[src/rtl/txseq_pkg.sv]
package txseq_pkg;

  typedef enum logic [3:0] {
    M_OFF     = 4'd0,
    M_START1  = 4'd1,
    M_START2  = 4'd2,
    M_TX1     = 4'd3,
    M_TX2     = 4'd4,
    M_CLKONLY = 4'd5,
    M_RSTREG  = 4'd6,
    M_CFG1    = 4'd7,
    M_CFG2    = 4'd8
  } mode_t;

  // PLL runs in the second start-up / configuration modes and in transmit
  function automatic logic pll_on(mode_t m);
    return (m == M_START2) || (m == M_CFG2) || (m == M_TX1) || (m == M_TX2);
  endfunction

  function automatic logic pa_on(mode_t m);
    return m == M_TX2;
  endfunction

  // modes in which the loader starts receiving a fresh word
  function automatic logic loads_word(mode_t m);
    return (m == M_START1) || (m == M_CFG1);
  endfunction

  // modes in which loader events are honoured
  function automatic logic takes_events(mode_t m);
    return (m == M_START1) || (m == M_START2) || (m == M_CFG1) || (m == M_CFG2);
  endfunction

  // modes that wait for PLL lock
  function automatic logic waits_lock(mode_t m);
    return (m == M_START2) || (m == M_CFG2);
  endfunction

endpackage

[src/rtl/txseq_span.sv]
module txseq_span #(
  parameter int LIMIT = 130
) (
  input  logic clk,
  input  logic rst_n,
  input  logic run,
  output logic hit,
  output logic full
);
  localparam int W = $clog2(LIMIT + 1);
  localparam logic [W-1:0] LAST = W'(LIMIT - 1);
  localparam logic [W-1:0] TOP  = W'(LIMIT);

  logic [W-1:0] cnt_q;

  always_ff @(posedge clk or negedge rst_n) begin
    if (!rst_n) begin
      cnt_q <= '0;
    end else if (!run) begin
      cnt_q <= '0;
    end else if (cnt_q != TOP) begin
      cnt_q <= cnt_q + 1'b1;
    end
  end

  // hit: this edge completes LIMIT consecutive run cycles
  assign hit  = run && (cnt_q == LAST);
  // full: LIMIT run cycles have already been counted
  assign full = (cnt_q == TOP);

endmodule

[src/rtl/txseq_fsm.sv]
module txseq_fsm
  import txseq_pkg::*;
(
  input  logic  clk,
  input  logic  rst_n,
  input  logic  en,
  input  logic  dat,
  input  logic  osc_rdy,
  input  logic  ev_part,
  input  logic  ev_done,
  input  logic  cfg_clkonly,
  input  logic  cfg_ask,
  input  logic  lock_hit,
  input  logic  hold_full,
  output mode_t mode,
  output logic  reload_q,
  output logic  lock_run,
  output logic  hold_run
);
  mode_t nxt;
  logic  prog_q;
  logic  enter_load;

  always_comb begin
    nxt = mode;
    if (!en && !dat) begin
      nxt = M_OFF;
    end else if (!en) begin
      nxt = (mode == M_OFF) ? M_OFF : M_RSTREG;
    end else begin
      case (mode)
        M_OFF: begin
          if (!dat) nxt = M_START1;
        end
        M_START1, M_CFG1: begin
          if (ev_part && !cfg_clkonly) begin
            nxt = (mode == M_START1) ? M_START2 : M_CFG2;
          end else if ((ev_done || prog_q) && cfg_clkonly && osc_rdy) begin
            nxt = M_CLKONLY;
          end
        end
        M_START2, M_CFG2: begin
          if (lock_hit) nxt = M_TX1;
        end
        M_TX1: begin
          if (!cfg_ask || dat) nxt = M_TX2;
        end
        M_TX2: begin
          if (cfg_ask && !dat) nxt = M_TX1;
        end
        M_RSTREG: begin
          nxt = hold_full ? M_CFG1 : M_OFF;
        end
        default: nxt = mode;
      endcase
    end
  end

  assign enter_load = (nxt != mode) && loads_word(nxt);

  always_ff @(posedge clk or negedge rst_n) begin
    if (!rst_n) begin
      mode     <= M_OFF;
      prog_q   <= 1'b0;
      reload_q <= 1'b0;
    end else begin
      mode     <= nxt;
      reload_q <= enter_load;
      if ((nxt == M_OFF) || enter_load) begin
        prog_q <= 1'b0;
      end else if (ev_done && takes_events(mode)) begin
        prog_q <= 1'b1;
      end
    end
  end

  assign lock_run = waits_lock(mode) && prog_q && osc_rdy;
  assign hold_run = (mode == M_RSTREG) && !en;

endmodule

[src/rtl/txseq_clkdiv.sv]
module txseq_clkdiv #(
  parameter int DIV_FAST = 4,
  parameter int DIV_SLOW = 8
) (
  input  logic clk,
  input  logic rst_n,
  input  logic pwr,
  input  logic drv_en,
  input  logic sel_fast,
  output logic clk_out,
  output logic at_boundary
);
  localparam int CW = $clog2(DIV_SLOW);
  localparam int PW = CW + 1;

  logic          gate_q;
  logic          sel_q;
  logic [CW-1:0] cnt_q;
  logic [PW-1:0] per;

  function automatic logic [PW-1:0] period_of(logic fast);
    return fast ? PW'(DIV_FAST) : PW'(DIV_SLOW);
  endfunction

  assign per         = period_of(sel_q);
  assign at_boundary = gate_q && ({1'b0, cnt_q} == (per - 1'b1));

  always_ff @(posedge clk or negedge rst_n) begin
    if (!rst_n) begin
      gate_q <= 1'b0;
      sel_q  <= 1'b0;
      cnt_q  <= '0;
    end else if (!pwr) begin
      gate_q <= 1'b0;
      cnt_q  <= '0;
    end else if (!gate_q) begin
      cnt_q <= '0;
      if (drv_en) begin
        gate_q <= 1'b1;
        sel_q  <= sel_fast;
      end
    end else if (at_boundary) begin
      cnt_q  <= '0;
      gate_q <= drv_en;
      sel_q  <= sel_fast;
    end else begin
      cnt_q <= cnt_q + 1'b1;
    end
  end

  assign clk_out = gate_q && pwr && ({1'b0, cnt_q} < (per >> 1));

endmodule

[src/rtl/txmode_seq.sv]
module txmode_seq
  import txseq_pkg::*;
#(
  parameter int LOCK_CYCLES = 1280,
  parameter int HOLD_CYCLES = 130,
  parameter int DIV_FAST    = 4,
  parameter int DIV_SLOW    = 8
) (
  input  logic       clk,
  input  logic       rst_n,
  input  logic       en_pin,
  input  logic       dat_pin,
  input  logic       osc_rdy,
  input  logic       ev_part,
  input  logic       ev_done,
  input  logic       cfg_clkonly,
  input  logic       cfg_ask,
  input  logic       cfg_clkon,
  input  logic       cfg_div4,
  output logic [3:0] mode_o,
  output logic       osc_en,
  output logic       pll_en,
  output logic       pa_en,
  output logic       clkdrv_en,
  output logic       reload_req,
  output logic       clk_out
);
  mode_t mode;
  logic  lock_run, lock_hit, lock_full;
  logic  hold_run, hold_hit, hold_full;
  logic  div_boundary;

  txseq_fsm u_fsm (
    .clk        (clk),
    .rst_n      (rst_n),
    .en         (en_pin),
    .dat        (dat_pin),
    .osc_rdy    (osc_rdy),
    .ev_part    (ev_part),
    .ev_done    (ev_done),
    .cfg_clkonly(cfg_clkonly),
    .cfg_ask    (cfg_ask),
    .lock_hit   (lock_hit),
    .hold_full  (hold_full),
    .mode       (mode),
    .reload_q   (reload_req),
    .lock_run   (lock_run),
    .hold_run   (hold_run)
  );

  txseq_span #(.LIMIT(LOCK_CYCLES)) u_lock (
    .clk  (clk),
    .rst_n(rst_n),
    .run  (lock_run),
    .hit  (lock_hit),
    .full (lock_full)
  );

  txseq_span #(.LIMIT(HOLD_CYCLES)) u_hold (
    .clk  (clk),
    .rst_n(rst_n),
    .run  (hold_run),
    .hit  (hold_hit),
    .full (hold_full)
  );

  assign mode_o    = mode;
  assign osc_en    = (mode != M_OFF);
  assign pll_en    = pll_on(mode);
  assign pa_en     = pa_on(mode);
  assign clkdrv_en = osc_en && cfg_clkon && osc_rdy;

  txseq_clkdiv #(.DIV_FAST(DIV_FAST), .DIV_SLOW(DIV_SLOW)) u_div (
    .clk        (clk),
    .rst_n      (rst_n),
    .pwr        (osc_en),
    .drv_en     (clkdrv_en),
    .sel_fast   (cfg_div4),
    .clk_out    (clk_out),
    .at_boundary(div_boundary)
  );

endmodule

[config.mk]
export PLATFORM = sky130hd
export DESIGN_NAME = txmode_seq
export DESIGN_NICKNAME = d
export VERILOG_FILES = /design/src/rtl/txseq_pkg.sv /design/src/rtl/txseq_span.sv /design/src/rtl/txseq_fsm.sv /design/src/rtl/txseq_clkdiv.sv /design/src/rtl/txmode_seq.sv
export SDC_FILE = /design/constraint.sdc
export NUM_CORES = 1
export LEC_CHECK = 0
export BUFFER_PORTS_ARGS = -buffer_cell sky130_fd_sc_hd__clkbuf_2
export CAP_MARGIN = 0
export CORE_MARGIN = 1
export CORE_UTILIZATION = 45
export CTS_CLUSTER_DIAMETER = 40
export DETAILED_ROUTE_END_ITERATION = 10
export PLACE_DENSITY = 0.73
export SLEW_MARGIN = 40
export SYNTH_ARGS = -nofsm -noshare
export SYNTH_HDL_FRONTEND = slang
export SYNTH_SLANG_ARGS = --single-unit
[constraint.sdc]
create_clock -name clk -period 3.1 [get_ports clk]
set_clock_uncertainty 0.2 [all_clocks]
set_input_delay 0.465 -clock clk [delete_from_list [all_inputs] [get_ports clk]]
set_output_delay 0.465 -clock clk [all_outputs]
set_load 0.1 [all_outputs]
=== Word level (Yosys, flattened, before mapping) ===
Cells that the tools add are included.

* Register bits: 30
* Input port bits: 11
* Output and inout bits: 10
* Word-level logic and storage cells: 98

* $add $sub $neg: 4
* Order comparisons: 1
* Eq/ne operators: 18
* Muxes and demuxes: 29
* Reductions and logical operators: 38

{| class="wikitable"
|+ Operators with widths
! operator !! count
|-
| 2-to-1 mux 4 bit || 10
|-
| case mux 4 bit (6 select lines) || 1
|-
| 2-to-1 mux 11 bit || 2
|-
| equality test 4 x 3 -> 1 bit, second input constant || 4
|-
| logical AND 1 bit || 16
|-
| 2-to-1 mux 8 bit || 2
|-
| 2-to-1 mux 3 bit || 5
|-
| adder 11 x 1 -> 11 bit, second input constant || 1
|-
| equality test 11 bit, second input constant || 1
|-
| inequality test 11 bit, second input constant || 1
|-
| logical OR 1 bit || 10
|-
| 2-to-1 mux 1 bit || 9
|-
| adder 8 x 1 -> 8 bit, second input constant || 1
|-
| equality test 4 x 1 -> 1 bit, second input constant || 2
|-
| equality test 4 x 2 -> 1 bit, second input constant || 2
|-
| equality test 8 bit, second input constant || 1
|-
| logical NOT 4 bit || 2
|-
| inequality test 8 bit, second input constant || 1
|-
| inequality test 2 bit, second input constant || 3
|-
| equality test 3 x 4 -> 1 bit || 1
|-
| equality test 4 bit, second input constant || 1
|-
| logical NOT 1 bit || 4
|-
| inequality test 4 bit || 1
|-
| nonzero test 2 bit || 2
|-
| 6 further kinds || 7
|}

=== Logic depth before layout (Yosys ltp) ===
Gate-level depths: netlist of run 1.

* Depth in word-level cells: 14
* Depth in mapped cells: 9
* Mapped depth without buffers: 8

=== Modules after synthesis ===
A second synthesis of run 1 with hierarchy kept.

* Cell total of the unflattened synthesis: 233
* Area total of the unflattened synthesis: 2,105.8 um^2

{| class="wikitable"
|+ Modules (own cells, without submodules)
! module !! instances !! cells an instance !! area each (um^2) !! seq. area each (um^2)
|-
| txseq_fsm || 1 || 92 || 713.2 || 150.1
|-
| txseq_span at u_lock || 1 || 63 || 609.3 || 275.3
|-
| txseq_span at u_hold || 1 || 49 || 475.5 || 200.2
|-
| txseq_clkdiv || 1 || 22 || 256.5 || 125.1
|-
| txmode_seq || 1 || 7 || 51.3 || 0.0
|}

=== Worst setup path after synthesis of run 1 ===
OpenSTA, ideal clock, no wires.

* Path kind: register to output
* Start point: reg u_fsm.mode[1]
* End point: out clk_out
* Arrival time: 4,727 ps
* Data required time: 2,435 ps
* Slack: -2,292 ps
* Stages on the path, launching flop included: 7
* Path buffers: 2
* Path through: dfrtp_1 > buf_6 > clkbuf_1 > nor2_1 > nand2_1 > nand2_1 > a211oi_1

* Word-level cells in the longest chain between the ends: 3

{| class="wikitable"
|+ RTL lines
! element !! line !! text
|-
| from (decl) || txseq_fsm.sv:15 || <nowiki>output mode_t mode,</nowiki>
|-
| from (signal assigned) || txseq_fsm.sv:67 || <nowiki>mode <= nxt;</nowiki>
|-
| nonzero test 4 bit || txmode_seq.sv:68 || <nowiki>assign osc_en = (mode != M_OFF);</nowiki>
|-
| named net osc_en || txmode_seq.sv:21 || <nowiki>output logic osc_en,</nowiki>
|-
| logical AND 1 bit (2 in a row) || txseq_clkdiv.sv:51 || <nowiki>assign clk_out = gate_q && pwr && ({1'b0, cnt_q} < (per >> 1));</nowiki>
|-
| to (decl) || txmode_seq.sv:26 || <nowiki>output logic clk_out</nowiki>
|}

The timed path passes the listed nets, and every way through them passes these cells.

=== Worst setup path after layout of run 1 ===
* Start point: reg u_fsm.mode[1]
* End point: out clkdrv_en

* Word-level cells in the longest chain between the ends: 3

{| class="wikitable"
|+ RTL lines
! element !! line !! text
|-
| nonzero test 4 bit || txmode_seq.sv:68 ||
|-
| logical AND 1 bit (2 in a row) || txmode_seq.sv:71 || <nowiki>assign clkdrv_en = osc_en && cfg_clkon && osc_rdy;</nowiki>
|-
| to (decl) || txmode_seq.sv:24 || <nowiki>output logic clkdrv_en,</nowiki>
|}

Every way passes these cells.

==> run metrics, run 1 <==
outcome=complete, no violations; Slew HR=57.33%; Area after DPL=0.002150 sq mm; first-pass GRT wire length=6423 um; Critical Path Source Type=flop; CP endpoint kind=primary output; Avg WL per Cell=13.05 um; Yosys warnings=0; DPL Wire Length=2956 um; Top delay family on crit path=simple AND/OR/NAND/NOR gates; layout cell share with drive strength beyond 1=19.53%; GR Overflow Total=0; core footprint=0.004115 sq mm; clock sink count=30; clock buffer depth=2; RSZ-0062 raised after global routing=no; # setup viols final=0; DRC=0; Worst R2R Path Depth=7; share of the synthesized area in the top cell type=38.07%; drt first pass iters=4; Mean Syn Cell Area=8.427 sq um; Buf+Inv Stages, Crit Path=2; Mapped Nets=251; H-tree depth=2; final net count=272; fin cells=306; Ant. Diodes=0; Reg2Reg Launch Point=u_fsm.mode[2]; DRT Wirelength=3993 um; Hold Vio Cnt, Final=0; DP Cell Count=298; largest cells by area after synthesis=dfrtp_1, nor2_1, xor2_1; die span in x=68.20 um; # Post-CTS Setup Buffers=0; DR iter-0 viols=160; Finished Cell Area=0.002245 sq mm; P_leak=0.9896 nW; top_reg_cell synth=dfrtp_1; largest net degree at the start of global routing=31; Final period util=86.23%; Die ar.=0.004651 sq mm; Synth Instances=234; Yosys cell types=56; Max Fclk=374.1 MHz; CTS tree=built; gr usage total=18.39%; class of the worst hold path=in -> async; #FFs+latches synth=30; cell area after synthesis=0.001972 sq mm; worst skew pair latency=0.27 ns; ANT nets after route=0; Max IR drop VDD=551.5 uV; initial core utilization=47.92%; vias=1708; antenna violations before repair=0; Worst Max-Slew Pin Slew=0.6400 ns; clk slew on worst S/H paths=0.07 ns; Max Cap Viol=0; worst-path fanout max=19; min cycle time layout=2.673 ns; Die Y=68.20 um; total CTS buffers=5; CP Class=reg -> out; via/cell ratio=5.582; Req. time, crit path=2.43 ns; CP max stage cell=dfrtp_2; sequential area share after synthesis=38.07%; area leader, netlist=dfrtp_1; CTS root buffer=clkbuf_8; Slew Viols, Final=0; share of flip-flops with an asynchronous set or reset=100.0%; Cell Pwr Density=871.7 mW/mm^2; setup slack, reg-to-reg=0.60 ns; slowest cell delay on critical path=0.54 ns; Top-Level Pins=21; number of port buffers=20; Critical Path Source=u_fsm.mode[1]; cell breakdown of the critical path=nor2_1, nand2_4, nand3_1, clkinvlp_4, clkbuf_2; fill count=393; Worst R2R End=u_fsm.reload_q; # resized after CTS=0; WP data arrival=2.01 ns; num rows=23; hold_buf cts=0; vias in the first global route=1451; area growth from synthesis to layout=13.83%; GP Congestion=0.9286; number of enable flip-flop cells after synthesis=0
==> cell usage after synthesis (all sizes together) (3+ instances only) <==
| library cell | count |
|---|---|
| nor3 | 4 |
| dfrtp | 30 |
| nor2b | 5 |
| buf | 3 |
| or3b | 3 |
| ha | 6 |
| a211oi | 3 |
| a21oi | 13 |
| nor2 | 41 |
| xnor2 | 5 |
| nand2 | 19 |
| nand3 | 14 |
| a31oi | 3 |
| nand2b | 5 |
| clkbuf | 5 |
| xor2 | 11 |
| o21ai | 9 |
| and3 | 4 |
| inv | 13 |
| o21a | 3 |
==> through the flow <==
step                util (%)  setup WS (ns)  total power, W  hold WS, ns  setup TNS (ns)
finish                 54.55         0.4270        0.001957     0.009182               0
global route           54.55         0.2996        0.002077      0.06426               0
CTS                    54.55         0.4134        0.001964      0.05497               0
detailed placement     52.23         0.5545        0.001642       0.2346               0
global placement       52.23         0.5821        0.001634       0.2265               0
floorplan                  -        -0.1980        0.001475     -0.03059         -0.1980
==> how the worst max path moves through the flow <==
stage	to	cells past startpoint
after floorplan	clk_out	6
after global placement	u_fsm.reload_q	8
after detailed placement	u_fsm.reload_q	8
after CTS	clkdrv_en	5
after global routing	clkdrv_en	5
final	clkdrv_en	5
==> cell type report <==
class                      instances  area (sq um)  area share (%)
timing repair buffer              22         115.1           5.128
tap                               50         62.56           2.787
clock inverter                     2         12.51          0.5574
inverter                          13         52.55           2.341
clock buffer                       6         82.58           3.679
multi-input combinational        183          1165           51.90
sequential                        30         754.5           33.61
==> metal layers <==
metal  share of wire (%)  GRT usage [%]  routed length, um
met3                 4.7          4.000                189
met1                  49          25.34               1958
met2                  46          29.04               1822
met4                0.55          4.688                 22
met5                   0              0                  0
==> flip-flops by register name (all words and copies together) (netlist names) <==
signal	flops
u_div.gate_q	1
u_hold.cnt_q	8
u_fsm.prog_q	1
u_fsm.reload_q	1
u_div.cnt_q	3
u_div.sel_q	1
u_fsm.mode	4
u_lock.cnt_q	11
==> report_power, final <==
| group | switching [W] | leakage (nW) | internal [W] |
|---|---|---|---|
| Clock | 0.000139 | 0.0472 | 0.000178 |
| Sequential | 0.000112 | 0.410 | 0.000441 |
| Combinational | 0.000790 | 0.533 | 0.000296 |
| Total | 0.00104 | 0.990 | 0.000915 |
==> cell usage in the layout (no fill, tap or decap), types with 2 or more instances in the layout <==
| cell type | count |
|---|---|
| nor4b_1 | 2 |
| or3b_2 | 2 |
| a21oi_1 | 13 |
| clkbuf_8 | 6 |
| a31oi_1 | 3 |
| inv_1 | 12 |
| ha_1 | 6 |
| nand4_1 | 2 |
| nand3_1 | 13 |
| and3_1 | 3 |
| clkbuf_2 | 19 |
| o21ai_1 | 2 |
| dfrtp_2 | 3 |
| clkinvlp_4 | 2 |
| nand2b_1 | 5 |
| xor2_1 | 11 |
| a221oi_1 | 2 |
| a21o_1 | 2 |
| xnor2_1 | 5 |
| a211oi_1 | 2 |
| nor3_1 | 4 |
| nand2_1 | 18 |
| nand3b_1 | 2 |
| nor2_1 | 40 |
| nor2b_1 | 5 |
| o21a_1 | 3 |
| o21ai_0 | 7 |
| dfrtp_1 | 27 |
| mux2i_1 | 2 |
| o32ai_1 | 2 |
| buf_4 | 2 |
==> logic make-up (layout without fill, tap and decap cells) <==
group	after synthesis	in the layout	share of synthesized area, %
AND/OR/NAND/NOR	110	110	27.86
buffers and inverters	21	43	4.695
adder cells (fa/ha/maj)	6	6	3.807
flip-flops	30	30	38.07
XOR/XNOR	16	16	7.106
multiplexers	3	3	1.586
AO/OA/AOI/OAI	48	48	16.88
No activity file was read; power rests on OpenSTA's default activity.
==> run 2: changes to the inputs <==
- clock period: 3.1 -> 2.9 ns (I/O delays scaled with it)
==> run metrics, run 2 (same netlist as run 1, synthesis figures left out) <==
outcome=complete, no violations; Max IR drop VDD=518.0 uV; hold_buf cts=0; vias in the first global route=1508; Largest register FFs=11; Avg WL per Cell=13.39 um; Finished Cell Area=0.002242 sq mm; clock buffer depth=2; area growth from synthesis to layout=13.71%; Max Fclk=385.1 MHz; P_leak=0.9989 nW; vias=1705; CTS root buffer=clkbuf_8; Final period util=89.54%; via/cell ratio=5.590; Req. time, crit path=2.86 ns; Max Cap Viol=0; Cell Pwr Density=932.8 mW/mm^2; DPL Wire Length=3025 um; hold_ws=0.007078 ns; fin cells=305; Worst R2R Path Depth=7; CTS tree=built; layout cell share with drive strength beyond 1=18.82%; DRC=0; initial core utilization=47.92%; Top-Level Pins=21; H-tree depth=2; min cycle time layout=2.597 ns; Area after DPL=0.002151 sq mm; clock sink count=30; class of the worst hold path=in -> async; worst-path fanout max=17; total CTS buffers=5; Slew Viols, Final=0; slowest cell delay on critical path=0.57 ns; setup_tns=0 ns; Buf+Inv Stages, Crit Path=0; gr usage total=18.79%; GP Congestion=0.8659; DP Cell Count=297; CP max stage cell=dfrtp_4; Ant. Diodes=0; Top delay family on crit path=compound AO/OA/AOI/OAI gates; num rows=23; largest net degree at the start of global routing=31; drt first pass iters=4; GR Overflow Total=0; first-pass GRT wire length=6555 um; Die Y=68.20 um; largest registers=u_lock.cnt_q (11), u_hold.cnt_q (8), u_fsm.mode (4); CP Class=reg -> reg; Critical Path Source Type=flop; CP endpoint kind=flop; worst skew pair latency=0.27 ns; ANT nets after route=0; final net count=271; die span in x=68.20 um; DRT Wirelength=4084 um; core footprint=0.004115 sq mm; RSZ-0062 raised after global routing=no; most common cell after layout, fill and taps aside=nor2_1; # setup viols final=0; Hold Vio Cnt, Final=0; Levels on crit path=7; Tot Pwr=0.002091 W; clk slew on worst S/H paths=0.06 ns; antenna violations before repair=0; most frequent cells in the layout=nor2_1, dfrtp_1, clkbuf_2; WP data arrival=2.55 ns; Die ar.=0.004651 sq mm; # resized after CTS=0; # Post-CTS Setup Buffers=0; DR iter-0 viols=155; cell breakdown of the critical path=or3b_1, a2111o_1, a31oi_1, o21ai_0, a32oi_1, o21ai_1, and3_1; Worst Max-Slew Pin Slew=0.7287 ns; Slew HR=51.42%; register name with the most flops=u_lock.cnt_q; number of port buffers=20
## run 2: where the power goes
part,internal [W],switching (W)
logic,0.000318,0.000837
clock network,0.000191,0.000148
registers,0.000478,0.000120
total,0.000987,0.00110
## run 2: layer usage
metal / vias up / share of wire (%) / global-route usage (%)
met3: 9 / 4.6 / 3.833
met1: 787 / 47 / 23.85
met5: - / 0 / 0
li1: 861 / - / -
met2: 48 / 46 / 30.51
met4: 0 / 1.9 / 8.594
## run 2: final cells by class
cell class	instances	area, sq um
multi-input combinational	183	1171
inverter	13	48.80
clock inverter	1	5.005
fill	385	1873
tap	50	62.56
clock buffer	7	86.33
timing repair buffer	21	107.6
sequential	30	760.7
## run 2: path summary, 6_finish.rpt
path                                     start             end  slack (ns)
worst min register to register  u_div.cnt_q[0]  u_div.cnt_q[0]        0.23
min in group clk                u_div.cnt_q[0]  u_div.cnt_q[0]        0.23
worst max-delay path             u_fsm.mode[0]  u_fsm.reload_q        0.30
max in group asynchronous                rst_n   u_fsm.mode[0]        1.95
worst min-delay path                     rst_n  u_div.cnt_q[2]       0.007
worst max register to register   u_fsm.mode[0]  u_fsm.reload_q        0.30
## run 2: worst register-to-register path, stage by stage (launching register included)
cell      delay (ns)
dfrtp_4         0.57
or3b_1          0.42
a2111o_1        0.47
a31oi_1         0.18
o21ai_0         0.12
a32oi_1         0.22
o21ai_1         0.12
and3_1          0.18
## run 2: stage by stage
step / utilization [%] / worst slack [ns]
floorplan: - / 0.003546
global placement: 52.27 / 0.4164
detailed placement: 52.27 / 0.3479
CTS: 54.48 / 0.3378
global route: 54.48 / 0.1687
finish: 54.48 / 0.3035
==> run 3: changes to the inputs <==
==> constraint.sdc (replaced) <==
create_clock -name clk -period 2.9 [get_ports clk]
set_clock_uncertainty 0.2 [all_clocks]
set_input_delay 0.145 -clock clk [delete_from_list [all_inputs] [get_ports clk]]
set_output_delay 0.145 -clock clk [all_outputs]
set_load 0.1 [all_outputs]
==> run metrics, run 3 (same netlist as run 1, synthesis figures left out) <==
CP endpoint kind=flop; Cell Pwr Density=982.6 mW/mm^2; Avg WL per Cell=13.40 um; most common cell after layout, fill and taps aside=nor2_1; antenna violations before repair=0; worst-path fanout max=17; # Post-CTS Setup Buffers=0; vias=1718; Hold EP=u_div.sel_q; Hold Vio Cnt, Final=0; Max Fclk=396.5 MHz; Req. time, crit path=2.88 ns; Top-Level Pins=21; GP Congestion=0.8498; class of the worst hold path=in -> reg; die span in x=68.20 um; layout cell share with drive strength beyond 1=19.07%; min-delay src=cfg_div4; gr usage total=19.23%; outcome=complete, no violations; initial core utilization=47.92%; Worst Max-Slew Pin Slew=0.6508 ns; total CTS buffers=5; RSZ-0062 raised after global routing=no; via/cell ratio=5.596; fin cells=307; worst skew pair latency=0.28 ns; drt first pass iters=4; vias in the first global route=1464; setup_tns=0 ns; most frequent cells in the layout=nor2_1, dfrtp_1, clkbuf_2; clock sink count=30; largest registers=u_lock.cnt_q (11), u_hold.cnt_q (8), u_fsm.mode (4); ANT nets after route=0; DRT Wirelength=4114 um; clk slew on worst S/H paths=0.07 ns; Die ar.=0.004651 sq mm; Worst R2R Path Depth=7; Critical Path Source Type=flop; post-route core utilization=55.91%; # setup viols final=0; Worst Hold Depth=3; Largest register FFs=11; WP data arrival=2.50 ns; Ant. Diodes=0; register name with the most flops=u_lock.cnt_q; Slew Viols, Final=0; number of port buffers=20; first-pass GRT wire length=6568 um; DR iter-0 viols=159; Max IR drop VDD=640.1 uV; GR Overflow Total=0; DP Cell Count=298; DRC=0; Die Y=68.20 um; Slew HR=56.61%; Max Cap Viol=0; Worst R2R End=u_fsm.reload_q; num rows=23; CTS tree=built; CTS root buffer=clkbuf_8; setup slack, reg-to-reg=0.38 ns; H-tree depth=2; area growth from synthesis to layout=16.69%; # resized after CTS=0; DPL Wire Length=3008 um; min cycle time layout=2.522 ns; core footprint=0.004115 sq mm; clock buffer depth=2; Final period util=86.97%; P_leak=1.018 nW; largest net degree at the start of global routing=31; CP Class=reg -> reg; final net count=273; Reg2Reg Launch Point=u_fsm.mode[0]
-- run 3: power breakdown --
part / leakage, nW / internal (W) / switching, W / total (W)
clock: 0.0714 / 0.000366 / 0.000156 / 0.000522
sequential: 0.410 / 0.000472 / 0.000116 / 0.000588
combinational: 0.536 / 0.000315 / 0.000836 / 0.00115
total: 1.02 / 0.00115 / 0.00111 / 0.00226
-- run 3: stage by stage --
step / hold slack [ns] / cell area [sq um] / total power [W] / worst slack, ns
final: 0.02132 / 2301 / 0.002261 / 0.3780
after global routing: 0.03381 / 2301 / 0.002389 / 0.2385
after CTS: 0.01303 / 2301 / 0.002270 / 0.3972
after detailed placement: 0.04361 / 2148 / 0.001739 / 0.3987
after global placement: 0.03919 / 2148 / 0.001735 / 0.4497
after floorplan: -0.3506 / 2014 / 0.001574 / -0.07819
-- run 3: area by class of cell --
type	count	area [sq um]
multi-input cells	183	1164
flip-flops and latches	30	754.5
well taps	50	62.56
repair buffers	23	125.1
clock inverters	2	60.06
clock buffers	6	82.58
inverters	13	52.55
fillers	375	1814
-- run 3: worst max-delay path, cell delays in order (launching register included) --
cell and delay (ns):
dfrtp_2 0.52, or3b_1 0.43, a2111o_1 0.48, o221ai_1 0.13, nor2_1 0.08, o32ai_1 0.29, o21ai_1 0.13, and3_1 0.15
-- run 3: routing by layer --
layer | GRT usage (%) | vias up | routed length, um
li1 | - | 865 | -
met1 | 26.56 | 801 | 1971
met2 | 29.29 | 47 | 1837
met3 | 4.167 | 5 | 243
met4 | 7.031 | 0 | 62
met5 | 0 | - | 0
-- run 3: worst max path at each step --
stage | start | endpoint | depth (start not counted)
after global placement | u_fsm.mode[0] | u_fsm.reload_q | 7
after floorplan | u_fsm.mode[1] | clk_out | 6
after CTS | u_fsm.mode[0] | u_fsm.reload_q | 7
after global routing | u_fsm.mode[0] | u_fsm.reload_q | 7
final | u_fsm.mode[0] | u_fsm.reload_q | 7
after detailed placement | u_fsm.mode[0] | u_fsm.reload_q | 7
-- run 3: repair_timing --
item	CTS	global route
hold buffers	1	0
endpoints found under the setup margin	0	0
endpoints found under the hold margin	30	0
